File: src/rtl/irq_chain_pkg.sv
package irq_chain_pkg;

    localparam int IRQ_VEC_W = 8;

    typedef logic [IRQ_VEC_W-1:0] irq_vec_t;

    // Combinational outputs of one chain link
    typedef struct packed {
        logic     pending;
        logic     grant;
        logic     pass;
        irq_vec_t vec;
    } link_out_t;

    // Reset vector of link k
    function automatic irq_vec_t reset_vec(input irq_vec_t base, input int k);
        return irq_vec_t'(base + irq_vec_t'(k));
    endfunction

endpackage

File: src/rtl/irq_pending_reg.sv
module irq_pending_reg (
    input  logic clk,
    input  logic rst,
    input  logic req_i,
    input  logic grant_i,
    input  logic cpu_ack_i,
    output logic pending_o
);
    logic pending_q;
    logic grant_q;
    logic taken;

    // Vector taken: granted last cycle and acknowledge now low
    assign taken = grant_q & ~cpu_ack_i;

    always_ff @(posedge clk) begin
        if (rst) begin
            pending_q <= 1'b0;
            grant_q   <= 1'b0;
        end else begin
            grant_q <= grant_i;
            if (req_i)
                pending_q <= 1'b1;
            else if (taken)
                pending_q <= 1'b0;
        end
    end

    assign pending_o = pending_q;

    assert_set_R2: assert property (@(posedge clk) disable iff (rst)
        req_i |=> pending_o);

    assert_clear_R6: assert property (@(posedge clk) disable iff (rst)
        (grant_q && !cpu_ack_i && !req_i) |=> !pending_o);

endmodule

File: src/rtl/irq_vec_reg.sv
module irq_vec_reg
    import irq_chain_pkg::*;
#(
    parameter irq_vec_t RST_VEC = '0
) (
    input  logic     clk,
    input  logic     rst,
    input  logic     load_i,
    input  irq_vec_t data_i,
    output irq_vec_t vec_o
);
    irq_vec_t vec_q;

    always_ff @(posedge clk) begin
        if (rst)
            vec_q <= RST_VEC;
        else if (load_i)
            vec_q <= data_i;
    end

    assign vec_o = vec_q;

    assert_hold_R8: assert property (@(posedge clk) disable iff (rst)
        !load_i |=> $stable(vec_o));

endmodule

File: src/rtl/irq_chain_node.sv
module irq_chain_node
    import irq_chain_pkg::*;
#(
    parameter irq_vec_t RST_VEC = '0
) (
    input  logic      clk,
    input  logic      rst,
    input  logic      req_i,
    input  logic      load_i,
    input  irq_vec_t  cfg_vec_i,
    input  logic      cpu_ack_i,
    input  logic      pi_i,
    output link_out_t out_o
);
    logic     pending;
    logic     grant;
    irq_vec_t vec;

    irq_pending_reg u_pend (
        .clk       (clk),
        .rst       (rst),
        .req_i     (req_i),
        .grant_i   (grant),
        .cpu_ack_i (cpu_ack_i),
        .pending_o (pending)
    );

    irq_vec_reg #(.RST_VEC(RST_VEC)) u_vec (
        .clk    (clk),
        .rst    (rst),
        .load_i (load_i),
        .data_i (cfg_vec_i),
        .vec_o  (vec)
    );

    // Keep acknowledge when pending, otherwise forward it
    assign grant = pi_i & pending;

    always_comb begin
        out_o.pending = pending;
        out_o.grant   = grant;
        out_o.pass    = pi_i & ~pending;
        out_o.vec     = grant ? vec : '0;
    end

    assert_block_R4: assert property (@(posedge clk) disable iff (rst)
        out_o.grant |-> !out_o.pass);

endmodule

File: src/rtl/irq_daisy_chain.sv
module irq_daisy_chain
    import irq_chain_pkg::*;
#(
    parameter int       N        = 4,
    parameter irq_vec_t VEC_BASE = 8'h20
) (
    input  logic                 clk,
    input  logic                 rst,
    input  logic [N-1:0]         src_req,
    input  logic [N-1:0]         cfg_load,
    input  logic [IRQ_VEC_W-1:0] cfg_vec,
    input  logic                 cpu_ack,
    output logic                 irq_line,
    output logic [IRQ_VEC_W-1:0] vec_data,
    output logic                 vec_valid,
    output logic                 chain_po,
    output logic [N-1:0]         granted
);
    link_out_t link [N];
    logic      pi     [N+1];
    irq_vec_t  vec_or [N+1];
    logic [N-1:0] pend_bits;

    assign pi[0]     = cpu_ack;
    assign vec_or[0] = '0;

    for (genvar k = 0; k < N; k++) begin : g_link
        irq_chain_node #(.RST_VEC(reset_vec(VEC_BASE, k))) u_node (
            .clk       (clk),
            .rst       (rst),
            .req_i     (src_req[k]),
            .load_i    (cfg_load[k]),
            .cfg_vec_i (cfg_vec),
            .cpu_ack_i (cpu_ack),
            .pi_i      (pi[k]),
            .out_o     (link[k])
        );
        assign pi[k+1]      = link[k].pass;
        assign vec_or[k+1]  = vec_or[k] | link[k].vec;
        assign pend_bits[k] = link[k].pending;
        assign granted[k]   = link[k].grant;
    end

    // Wired OR modelled as a logical OR
    assign irq_line  = |pend_bits;
    assign vec_data  = vec_or[N];
    assign vec_valid = |granted;
    assign chain_po  = pi[N];

    assert_onehot_R7: assert property (@(posedge clk) disable iff (rst)
        $onehot0(granted));

    assert_idle_R1: assert property (@(posedge clk) disable iff (rst)
        (pend_bits == '0) |-> !irq_line);

    assert_valid_R3: assert property (@(posedge clk) disable iff (rst)
        vec_valid |-> (cpu_ack && !chain_po));

endmodule

File: config.mk
export PLATFORM = sky130hd
export DESIGN_NAME = irq_daisy_chain
export DESIGN_NICKNAME = d
export VERILOG_FILES = /design/src/rtl/irq_chain_pkg.sv /design/src/rtl/irq_pending_reg.sv /design/src/rtl/irq_vec_reg.sv /design/src/rtl/irq_chain_node.sv /design/src/rtl/irq_daisy_chain.sv
export SDC_FILE = /design/constraint.sdc
export NUM_CORES = 1
export LEC_CHECK = 0
export BUFFER_PORTS_ARGS = -buffer_cell sky130_fd_sc_hd__buf_2
export CAP_MARGIN = 20
export CORE_MARGIN = 4
export CORE_UTILIZATION = 45
export DETAILED_ROUTE_END_ITERATION = 6
export HOLD_SLACK_MARGIN = 0.02
export PLACE_DENSITY = 0.75
export SLEW_MARGIN = 10
export SYNTH_ARGS = -nofsm -noshare
export SYNTH_HDL_FRONTEND = slang
export SYNTH_SLANG_ARGS = --single-unit
File: constraint.sdc
create_clock -name clk -period 1.5 [get_ports clk]
set_input_delay 0.45 -clock clk [delete_from_list [all_inputs] [get_ports clk]]
set_output_delay 0.45 -clock clk [all_outputs]
set_load 0.02 [all_outputs]
==> flow_metrics.py <==
metrics = {
    "timing": {
        "final-setup-viol-count": 15,
        "max_freq_mhz": 522,
        "worst_slack_ns": -0.415,
        "hold_viol": 0,
        "min_period_ns": 1.91,
        "tightest_slew_ns": 0.742,
        "relSlewSlack_pct": 50.6,
        "maxSlewViolCount": 0,
        "period_share_pct": 128,
        "holdWs_ns": 0.356,
        "grt_setup_unrepaired": "yes",
        "fin_skew_ns": 0.00661,
    },
    "logic_synthesis": {
        "seq_area_frac_synth_pct": 46.0,
        "netlist_instances": 184,
        "synth_nets": 203,
        "netlist_area_sq_um": 1740,
        "synth-seq-cells": 40,
        "synth.avg_cell_area_sq_um": 9.47,
        "ys.warnings.count": 0,
        "synth.distinct_cells": 21,
    },
    "cells_and_area": {
        "area_delta_synth_final_pct": 34.4,
        "antenna_cells": 0,
        "drive_gt1_share_pct": 39.6,
        "final.fill_count": 297,
        "postLayoutCoreUtil_pct": 63.5,
        "final_cells": 275,
        "final_nets": 245,
    },
    "grt": {
        "grt_pass1_vias": 1365,
        "grt_antenna_before_repair": 0,
        "grt-busiest-layer": "met2",
        "globalRouteMet2Util_pct": 28.9,
        "grtUsageTotal_pct": 17.4,
        "grt_first_pass_wirelength_um": 6670,
        "grt_max_degree": 41,
        "grt.met3_usage_pct": 4.89,
        "grt_overflow": 0,
        "use_met1_pct": 20.9,
    },
    "worst_setup_path": {
        "endpoint_kind": "output port",
        "crit_path_cell_trace": "nor2b_2, buf_4, a221oi_4, a21oi_4, buf_6",
        "reg2reg_depth": 6,
        "cpMaxStageDelayCell": "dfxtp_2",
        "crit_type": "reg -> out",
        "crit_required_ns": 1.05,
        "r2r_setup_slack_ns": 0.39,
        "crit_arrival_ns": 1.46,
        "crit_path_max_incr_delay_ns": 0.33,
        "rr_endpoint": "g_link[3].u_node.u_pend.grant_q",
        "r2r-start": "g_link[2].u_node.u_pend.pending_o",
        "startpoint_type": "register",
        "path_max_fanout": 4,
    },
    "cts": {
        "clk_pin_slew_worst_paths_ns": 0.08,
        "cts_sinks": 40,
        "root_buffer": "clkbuf_8",
        "clock_path_buffers": 2,
        "cts_tree": "done",
        "h-tree-depth": 2,
        "cts_made_buffers": 5,
        "holdBufCountCts": 0,
        "clk_latency_ns": 0.30,
    },
    "power_and_ir_drop": {
        "power_density_nw_per_um2": 1110,
        "p_leak_nw": 1.02,
        "fin_total_pwr_mw": 2.59,
        "peakVddDrop_v": 0.00106,
    },
    "drt": {
        "drtIter0Drc": 86,
        "viasPerCell": 5.24,
        "firstDrtPassIters": 4,
        "num_vias": 1441,
        "drc": 0,
        "wl_um": 4250,
        "ant_nets": 0,
        "wl_per_cell_um": 15.5,
    },
    "status": {
        "outcome": "complete, but fails checks",
        "violations": "setup timing",
    },
    "die": {
        "die-area_sq_um": 4930,
        "core_area_sq_um": 3690,
        "pin_count": 34,
        "rows": 22,
        "die_h_um": 70.2,
        "initial_core_util_pct": 47.2,
        "fp.dieW_um": 70.2,
    },
    "hold_path": {
        "min_from": "src_req[0]",
        "holdPathStages": 3,
        "hold_class": "in -> reg",
        "hold_end": "g_link[0].u_node.u_pend.pending_o",
    },
    "place": {
        "numPortBuffers": 33,
        "dp.cells": 265,
        "hpwlAfterDp_um": 2690,
        "gp_congestion": 0.743,
    },
    "run": {
        "maxCapViolCount": 0,
    },
}
[state kept, by name (all words and copies together) (netlist names)]
| register | count |
|---|---|
| g_link.u_node.u_vec.vec_o | 32 |
| g_link.u_node.u_pend.pending_o | 4 |
| g_link.u_node.u_pend.grant_q | 4 |
[critical path, delay by kind of cell, from the launching register on]
family	cells	cell delay, ns
AOI/OAI and AO/OA	2	0.38
DFF	1	0.33
buffers and inverters	2	0.30
and+or+nand+nor	1	0.15
[area by class of cell]
class | instances | area [sq um] | share of cell area, %
timing repair buffer | 51 | 372 | 15.9
sequential | 40 | 811 | 34.6
clock inverter | 1 | 30.0 | 1.28
inverter | 3 | 11.3 | 0.481
clock buffer | 7 | 96.3 | 4.12
multi-input combinational | 125 | 961 | 41.0
tap | 48 | 60.1 | 2.57
[logic make-up after synthesis]
logic type | after synthesis | synth area share [%]
buffers and inverters | 19 | 6.11
AOI/OAI and AO/OA | 36 | 16.7
DFF | 40 | 46.0
and+or+nand+nor | 65 | 17.5
muxes | 24 | 13.8
[worst max path at each step]
stage,endpoint,startpoint,cells past startpoint,slack (ns)
4_1_cts,vec_data[2],g_link[2].u_node.u_pend.pending_o,6,-0.42
3_3_place_gp,vec_data[7],cpu_ack,4,-0.12
3_5_place_dp,vec_data[1],g_link[1].u_node.u_pend.pending_o,5,-0.16
5_1_grt,vec_data[6],g_link[2].u_node.u_pend.pending_o,5,-0.50
6_report,vec_data[6],g_link[2].u_node.u_pend.pending_o,5,-0.41
2_1_floorplan,vec_data[0],g_link[2].u_node.u_pend.pending_o,4,0.004
[metrics by stage]
| step | area, sq um | setup TNS, ns | worst slack (ns) |
|---|---|---|---|
| after floorplan | 1780 | 0 | 0.00429 |
| after global placement | 2030 | -1.24 | -0.125 |
| after detailed placement | 2030 | -1.49 | -0.159 |
| after CTS | 2290 | -5.04 | -0.421 |
| after global routing | 2340 | -6.04 | -0.503 |
| final | 2340 | -4.71 | -0.415 |
[cell usage in the layout (no fill, tap or decap)]
cell,n
nor2b_1,10
nand2b_1,4
a211o_1,8
inv_1,2
dfxtp_1,36
buf_2,18
a221oi_4,4
nand2_1,7
inv_2,1
dfxtp_2,2
a21oi_1,4
a21oi_2,7
a21oi_4,1
clkbuf_8,7
bufinv_16,1
buf_6,9
nor2b_2,1
nand2_4,1
mux2i_1,24
o21ai_0,8
nor2_2,2
and2_1,1
nor2_1,30
nor4_4,1
dfxtp_4,2
nor3_1,3
and2_4,1
buf_4,24
a221oi_2,4
nor3b_4,1
nand2_2,3
[synth_stat cells]
cell type,n,area [sq um]
nor3_1,3,15.0
nor2b_1,10,62.6
nor4_1,1,6.26
o21ai_0,8,40.0
mux2i_1,24,240
nand2b_1,4,25.0
nor2b_2,1,8.76
nor3b_2,1,12.5
buf_2,4,20.0
and2_1,2,12.5
clkbuf_1,4,15.0
a211o_1,8,70.1
dfxtp_1,40,801
a221oi_2,8,120
a21oi_1,12,60.1
buf_6,1,11.3
inv_1,3,11.3
buf_4,6,45.0
nor2_1,32,120
nand2_1,11,41.3
buf_1,1,3.75
[layer usage]
metal / part of all wire, % / vias up
met5: 0 / -
met4: 1.8 / 0
met2: 52 / 37
li1: - / 712
met1: 42 / 686
met3: 4.3 / 6
[power breakdown]
group	internal (mW)	switching, mW
Clock	0.587	0.364
Sequential	1.13	0.0492
Combinational	0.221	0.244
[repair_timing]
action,CTS,global route
endpoints found under the setup margin,15,15
pin swaps,8,5
gates cloned,0,0
resized for setup,34,12
setup buffers,2,0
Power figures use the tool's default switching activity.
